## config.mk

```make
export PLATFORM = sky130hd
export DESIGN_NAME = banked_strobe_ram
export DESIGN_NICKNAME = d
export VERILOG_FILES = /design/src/rtl/banked_strobe_ram_pkg.sv /design/src/rtl/bank_strobe_decode.sv /design/src/rtl/ram_bit_bank.sv /design/src/rtl/wired_bus_resolve.sv /design/src/rtl/banked_strobe_ram.sv
export SDC_FILE = /design/constraint.sdc
export NUM_CORES = 2
export LEC_CHECK = 0
export ABC_AREA = 1
export BUFFER_PORTS_ARGS = -buffer_cell sky130_fd_sc_hd__buf_2
export CAP_MARGIN = 20
export CELL_PAD_IN_SITES_DETAIL_PLACEMENT = 0
export CELL_PAD_IN_SITES_GLOBAL_PLACEMENT = 1
export CORE_MARGIN = 4
export CORE_UTILIZATION = 40
export CTS_CLUSTER_SIZE = 10
export DETAILED_ROUTE_END_ITERATION = 7
export PLACE_DENSITY_LB_ADDON = 0.1
export SYNTH_ARGS = -nofsm -noshare
export SYNTH_HDL_FRONTEND = slang
export SYNTH_SLANG_ARGS = --single-unit
```

## constraint.sdc

```tcl
create_clock -name clk -period 2.85 [get_ports clk]
set_input_delay 0.4275 -clock clk [delete_from_list [all_inputs] [get_ports clk]]
set_output_delay 0.4275 -clock clk [all_outputs]
set_load 0.03 [all_outputs]
```

## src/rtl/banked_strobe_ram_pkg.sv

```systemverilog
package banked_strobe_ram_pkg;
   typedef enum logic {
      OP_WRITE = 1'b0,
      OP_READ  = 1'b1
   } ram_op_e;
endpackage

```

## src/rtl/bank_strobe_decode.sv

```systemverilog
module bank_strobe_decode #(
   parameter int SEL_W = 2,
   localparam int BANKS = 1 << SEL_W
) (
   input  logic [SEL_W-1:0] sel,
   input  logic             access,
   output logic [BANKS-1:0] bank_stb
);
   // one strobe per bank: decoded select ANDed with the shared access strobe
   always_comb begin
      bank_stb = '0;
      for (int b = 0; b < BANKS; b++) begin
         bank_stb[b] = access && (sel == SEL_W'(b));
      end
   end
endmodule

```

## src/rtl/ram_bit_bank.sv

```systemverilog
module ram_bit_bank #(
   parameter int WORD_AW = 6,
   parameter int RD_LAT  = 2,
   localparam int WORDS  = 1 << WORD_AW
) (
   input  logic               clk,
   input  logic               rst_n,
   input  logic               bank_stb,
   input  logic               rd_wrn,
   input  logic [WORD_AW-1:0] word_addr,
   input  logic               wbit,
   output logic               q,
   output logic               q_oe
);
   import banked_strobe_ram_pkg::*;

   logic             mem [WORDS];
   logic [RD_LAT-1:0] v_q;
   logic [RD_LAT-1:0] d_q;
   logic              rd_req;
   logic              wr_req;

   assign rd_req = bank_stb && (rd_wrn == OP_READ);
   assign wr_req = bank_stb && (rd_wrn == OP_WRITE);

   // storage has no reset: contents survive a pipeline reset
   always_ff @(posedge clk) begin
      if (wr_req) begin
         mem[word_addr] <= wbit;
      end
   end

   always_ff @(posedge clk or negedge rst_n) begin
      if (!rst_n) begin
         v_q <= '0;
         d_q <= '0;
      end else begin
         v_q[0] <= rd_req;
         d_q[0] <= rd_req ? mem[word_addr] : 1'b0;
         for (int s = 1; s < RD_LAT; s++) begin
            v_q[s] <= v_q[s-1];
            d_q[s] <= d_q[s-1];
         end
      end
   end

   // an idle bank presents a released line (modelled as 0, enable low)
   assign q_oe = v_q[RD_LAT-1];
   assign q    = v_q[RD_LAT-1] & d_q[RD_LAT-1];
endmodule

```

## src/rtl/wired_bus_resolve.sv

```systemverilog
module wired_bus_resolve #(
   parameter int BANKS = 4
) (
   input  logic [BANKS-1:0] oe,
   input  logic [BANKS-1:0] q,
   output logic             line,
   output logic             line_ok
);
   generate
      if (BANKS == 1) begin : g_single
         assign line_ok = oe[0];
         assign line    = oe[0] & q[0];
      end else begin : g_multi
         // exactly one driver gives a defined line; none or contention does not
         assign line_ok = $onehot(oe);
         assign line    = line_ok & (|(oe & q));
      end
   endgenerate
endmodule

```

## src/rtl/banked_strobe_ram.sv

```systemverilog
module banked_strobe_ram #(
   parameter int DATA_W  = 8,
   parameter int SEL_W   = 2,
   parameter int WORD_AW = 6,
   parameter int RD_LAT  = 2
) (
   input  logic                       clk,
   input  logic                       rst_n,
   input  logic [SEL_W+WORD_AW-1:0]   addr,
   input  logic [DATA_W-1:0]          wdata,
   input  logic                       rd_wrn,
   input  logic                       strobe,
   input  logic                       en_a,
   input  logic                       en_b,
   output logic [DATA_W-1:0]          rdata,
   output logic                       rvalid
);
   localparam int BANKS  = 1 << SEL_W;
   localparam int ADDR_W = SEL_W + WORD_AW;

   generate
      if (DATA_W < 1)              begin : g_bad_w   $error("DATA_W must be at least 1");      end
      if (SEL_W < 1 || SEL_W > 4)  begin : g_bad_s   $error("SEL_W must be 1..4");             end
      if (WORD_AW < 1 || WORD_AW > 10) begin : g_bad_a $error("WORD_AW must be 1..10");        end
      if (RD_LAT < 1 || RD_LAT > 8) begin : g_bad_l  $error("RD_LAT must be 1..8");            end
   endgenerate

   logic                      access;
   logic [BANKS-1:0]          bank_stb;
   logic [SEL_W-1:0]          bank_sel;
   logic [WORD_AW-1:0]        word_addr;
   logic [DATA_W-1:0]         line_val;
   logic [DATA_W-1:0]         line_ok;
   logic [DATA_W*BANKS-1:0]   bank_oe_flat;
   logic [DATA_W*BANKS-1:0]   bank_q_flat;

   assign access    = strobe & en_a & en_b;
   assign bank_sel  = addr[ADDR_W-1:WORD_AW];
   assign word_addr = addr[WORD_AW-1:0];

   bank_strobe_decode #(.SEL_W(SEL_W)) dec_i (
      .sel      (bank_sel),
      .access   (access),
      .bank_stb (bank_stb)
   );

   for (genvar i = 0; i < DATA_W; i++) begin : g_bit
      for (genvar b = 0; b < BANKS; b++) begin : g_bank
         ram_bit_bank #(.WORD_AW(WORD_AW), .RD_LAT(RD_LAT)) bank_i (
            .clk       (clk),
            .rst_n     (rst_n),
            .bank_stb  (bank_stb[b]),
            .rd_wrn    (rd_wrn),
            .word_addr (word_addr),
            .wbit      (wdata[i]),
            .q         (bank_q_flat[i*BANKS + b]),
            .q_oe      (bank_oe_flat[i*BANKS + b])
         );
      end
      wired_bus_resolve #(.BANKS(BANKS)) res_i (
         .oe      (bank_oe_flat[i*BANKS +: BANKS]),
         .q       (bank_q_flat[i*BANKS +: BANKS]),
         .line    (line_val[i]),
         .line_ok (line_ok[i])
      );
   end

   assign rvalid = &line_ok;
   assign rdata  = rvalid ? line_val : '0;
endmodule

```

==> impl_results.md <==
- Post-DP Area: 0.0969 mm2
- Slew of the pin with the lowest slew margin: 1.01 ns
- Syn. warnings: 0
- Pint: 51.0 mW
- Largest net degree at the start of global routing: 80
- Final Cell Area: 0.104 mm2
- Syn_nets: 8847
- Fin crit share: 127%
- Met2 wire len: 127 mm
- DR vias/cell: 4.90
- Skew final: 0.0410 ns
- Max clock buf depth: 3
- Sw Share: 22.7%
- Critical-path maximum fanout: 3
- Synthesis-stage register bit count: 2120
- Reg-to-reg slack, setup: 0.88 ns
- Max VDD drop: 0.000666 V
- Dominant combinational cell family by area after synthesis: simple AND/OR/NAND/NOR gates
- Clock network fraction of total power: 41.6%
- Post-Layout Cell Count: 12400
- Initial antenna violation count: 8
- Num Clock Sinks: 2120
- Sequential cell area fraction in the yosys report: 71.1%
- Final hold violations: 0
- Routed WL: 275 mm
- Die area: 0.230 mm2
- M1 wire length: 126 mm
- Outcome: finished, violations left
- Hold_ws: 0.0536 ns
- Dpl cells: 11900
- Pleak: 43.4 nW
- Setup TNS: -6.15 ns
- Area Growth Syn to Fin: 16.7%
- Total track usage: 23.7%
- DRC: 0
- Failing checks: setup timing
- Fill count: 20500
- Unique masters post-synth: 26
- Critical Path RT: 2.42 ns
- DR WL met3: 13.2 mm
- Routed WL per cell: 22.3 um
- Reg clk slew, reported paths: 0.05 ns
- Mux contribution to synthesized area: 0%
- IO Port Bufs: 30
- Critical path startpoint category: flop
- Final setup vio count: 9
- Adder-cell share of the synthesized area: 0.0646%
- Dominant synthesized flop cell: edfxtp_1
- Total I/O pin count: 31
- First-pass GRT wire length: 402 mm
- Simple logic cell fraction of the synthesized area: 26.0%
- Post-DP HPWL: 177 mm
- Synth async-reset ratio: 3.40%
- Final worst slack: -0.770 ns
- Cell Pwr Density: 635 mW/mm2
- Sw power: 15.0 mW
- H-tree levels: 4
- Placement Setup Slack: -0.103 ns
- Worst slew margin: 32.4%
- Starting Density: 40.4%
- Vias in the first global route: 58300
- Mean Syn Cell Area: 10.1 um2
- Final core occ: 47.1%
- TritonCTS buffer count: 238
- CTS tree: built
- RSZ-0062 raised after global routing: yes
- Congestion Overflow GR: 0
- Fmax: 0.276 GHz
- Crit path DAT: 3.19 ns
- Register Area: 0.0633 mm2
- Power Total: 66.0 mW
- Compound-gate portion of the synthesized area: 0.374%
- Routability Congestion: 0.852
- Final #Nets: 9263
- Multi-input combinational cell area: 0.0237 mm2
- Critical path endpoint category: primary output
- DR iter-0 viols: 4724
- Antenna viol nets, final: 0
- Top Metal Used: met4
- Die Y: 480 um
- Post-synth EDFFs: 2048
- Crit path kind: flop to primary output
- Final worst path period need: 3.62 ns
- 1st-pass router iterations: 6
- Mapped cell area: 0.0891 mm2
- Share of cells above drive strength 1: 9.82%
- Power share of the sequential group: 51.8%
- Core Area: 0.221 mm2
- Routed via count: 60600
- Max_cap viols: 0
- CTS root buf: clkbuf_16
- Number of core rows: 172
- Clk Latency, worst-skew pair: 0.86 ns
- Max Slew Vio Count: 0
- Mapped Cells: 8821
- Hold Path Class: input pin to flop
- Comb pwr share: 6.6%
- Die W: 480 um
- XOR/XNOR share of the synthesized area: 0%
## state kept, by name, indices dropped and copies added (netlist names)
name                     flops
g_bit.g_bank.bank_i.v_q      8
g_bit.g_bank.bank_i.d_q     64
g_bit.g_bank.bank_i.mem   2048
## metal layers
metal  vias up  GRT usage [%]
met2      1397           37.6
met4         0           7.47
met3       351           3.03
met1     29500           34.0
met5         -              0
li1      29300              -
## layout make-up
cell class	count	share of cell area [%]
Sequential cell	2120	60.9
Tap cell	2958	3.56
Clock buffer	363	6.35
Timing Repair Buffer	632	6.05
Inverter	31	0.146
Multi-Input combinational cell	6214	22.8
Antenna cell	14	0.0337
Clock inverter	21	0.126
## cell usage in the layout, fill, tap and decap left out, drive strengths merged
cell type and instances:
nand2 5788, edfxtp 2048, clkinv 17, nor3 9, nor4 4, or2 3, o211ai 7, dfrtp 72
clkbuf 363, nand4 4, diode 14, fa 1, o21ai 10, inv 34, dlygate4sd3 9, buf 623
a21oi 32, ha 3, nor2 340, a41oi 8, nand3 5, clkinvlp 1
## final timing paths
path | from | cells after the start | to
setup / recovery | g_bit[0].g_bank[1].bank_i.v_q[1] | 9 | rdata[6]
hold / removal | wdata[4] | 1 | g_bit[4].g_bank[1].bank_i.mem[48]
max in group asynchronous | rst_n | 3 | g_bit[4].g_bank[3].bank_i.d_q[1]
min in group asynchronous | rst_n | 2 | g_bit[0].g_bank[3].bank_i.d_q[0]
hold reg to reg | g_bit[5].g_bank[1].bank_i.d_q[0] | 0 | g_bit[5].g_bank[1].bank_i.d_q[1]
setup reg to reg | g_bit[5].g_bank[3].bank_i.mem[47] | 11 | g_bit[5].g_bank[3].bank_i.d_q[0]
## cells in the mapped netlist, types with 5 or more instances
cell type | instances | area (um2)
a21oi_1 | 32 | 160
a41oi_1 | 8 | 70.1
buf_1 | 42 | 158
buf_2 | 242 | 1210
buf_4 | 14 | 105
clkbuf_1 | 156 | 586
dfrtp_1 | 72 | 1800
edfxtp_1 | 2048 | 61500
inv_1 | 26 | 97.6
nand2_1 | 5788 | 21700
nand3_1 | 5 | 25.0
nor2_1 | 331 | 1240
nor2_2 | 6 | 37.5
nor3_1 | 9 | 45.0
o211ai_1 | 7 | 52.6
o21ai_1 | 7 | 35.0
## repair_timing
item / in CTS / in global routing
endpoints found under the setup margin: 9 / 9
hold buffers: 9 / 0
endpoints found under the hold margin: 173 / 0
setup buffers: 4 / 1
gates resized for setup: 23 / 0
pin swaps: 5 / 0
## power by group through the flow
stage | Sequential [mW] | Combinational, mW | Clock [mW]
after floorplan | 34.8 | 2.04 | 0
after global placement | 34.8 | 4.37 | 0
after detailed placement | 34.8 | 4.38 | 0
after CTS | 34.2 | 4.40 | 28.1
after global routing | 34.2 | 4.78 | 29.4
final | 34.2 | 4.34 | 27.5
## kinds of logic after synthesis
kind of cell             after synthesis
adder cells (fa/ha/maj)                4
buffers and inverters                487
flip-flops                          2120
AO/OA/AOI/OAI                         57
AND/OR/NAND/NOR                     6153
## worst max-delay path: stages (launching register included)
cell and delay, ns:
dfrtp_1 0.38, ha_1 0.31, ha_2 0.19, fa_1 0.50, nor3_4 0.20, clkinvlp_4 0.17, buf_6 0.15, a41oi_2 0.14
buf_4 0.16, buf_6 0.13
Power figures use the tool's default switching activity.
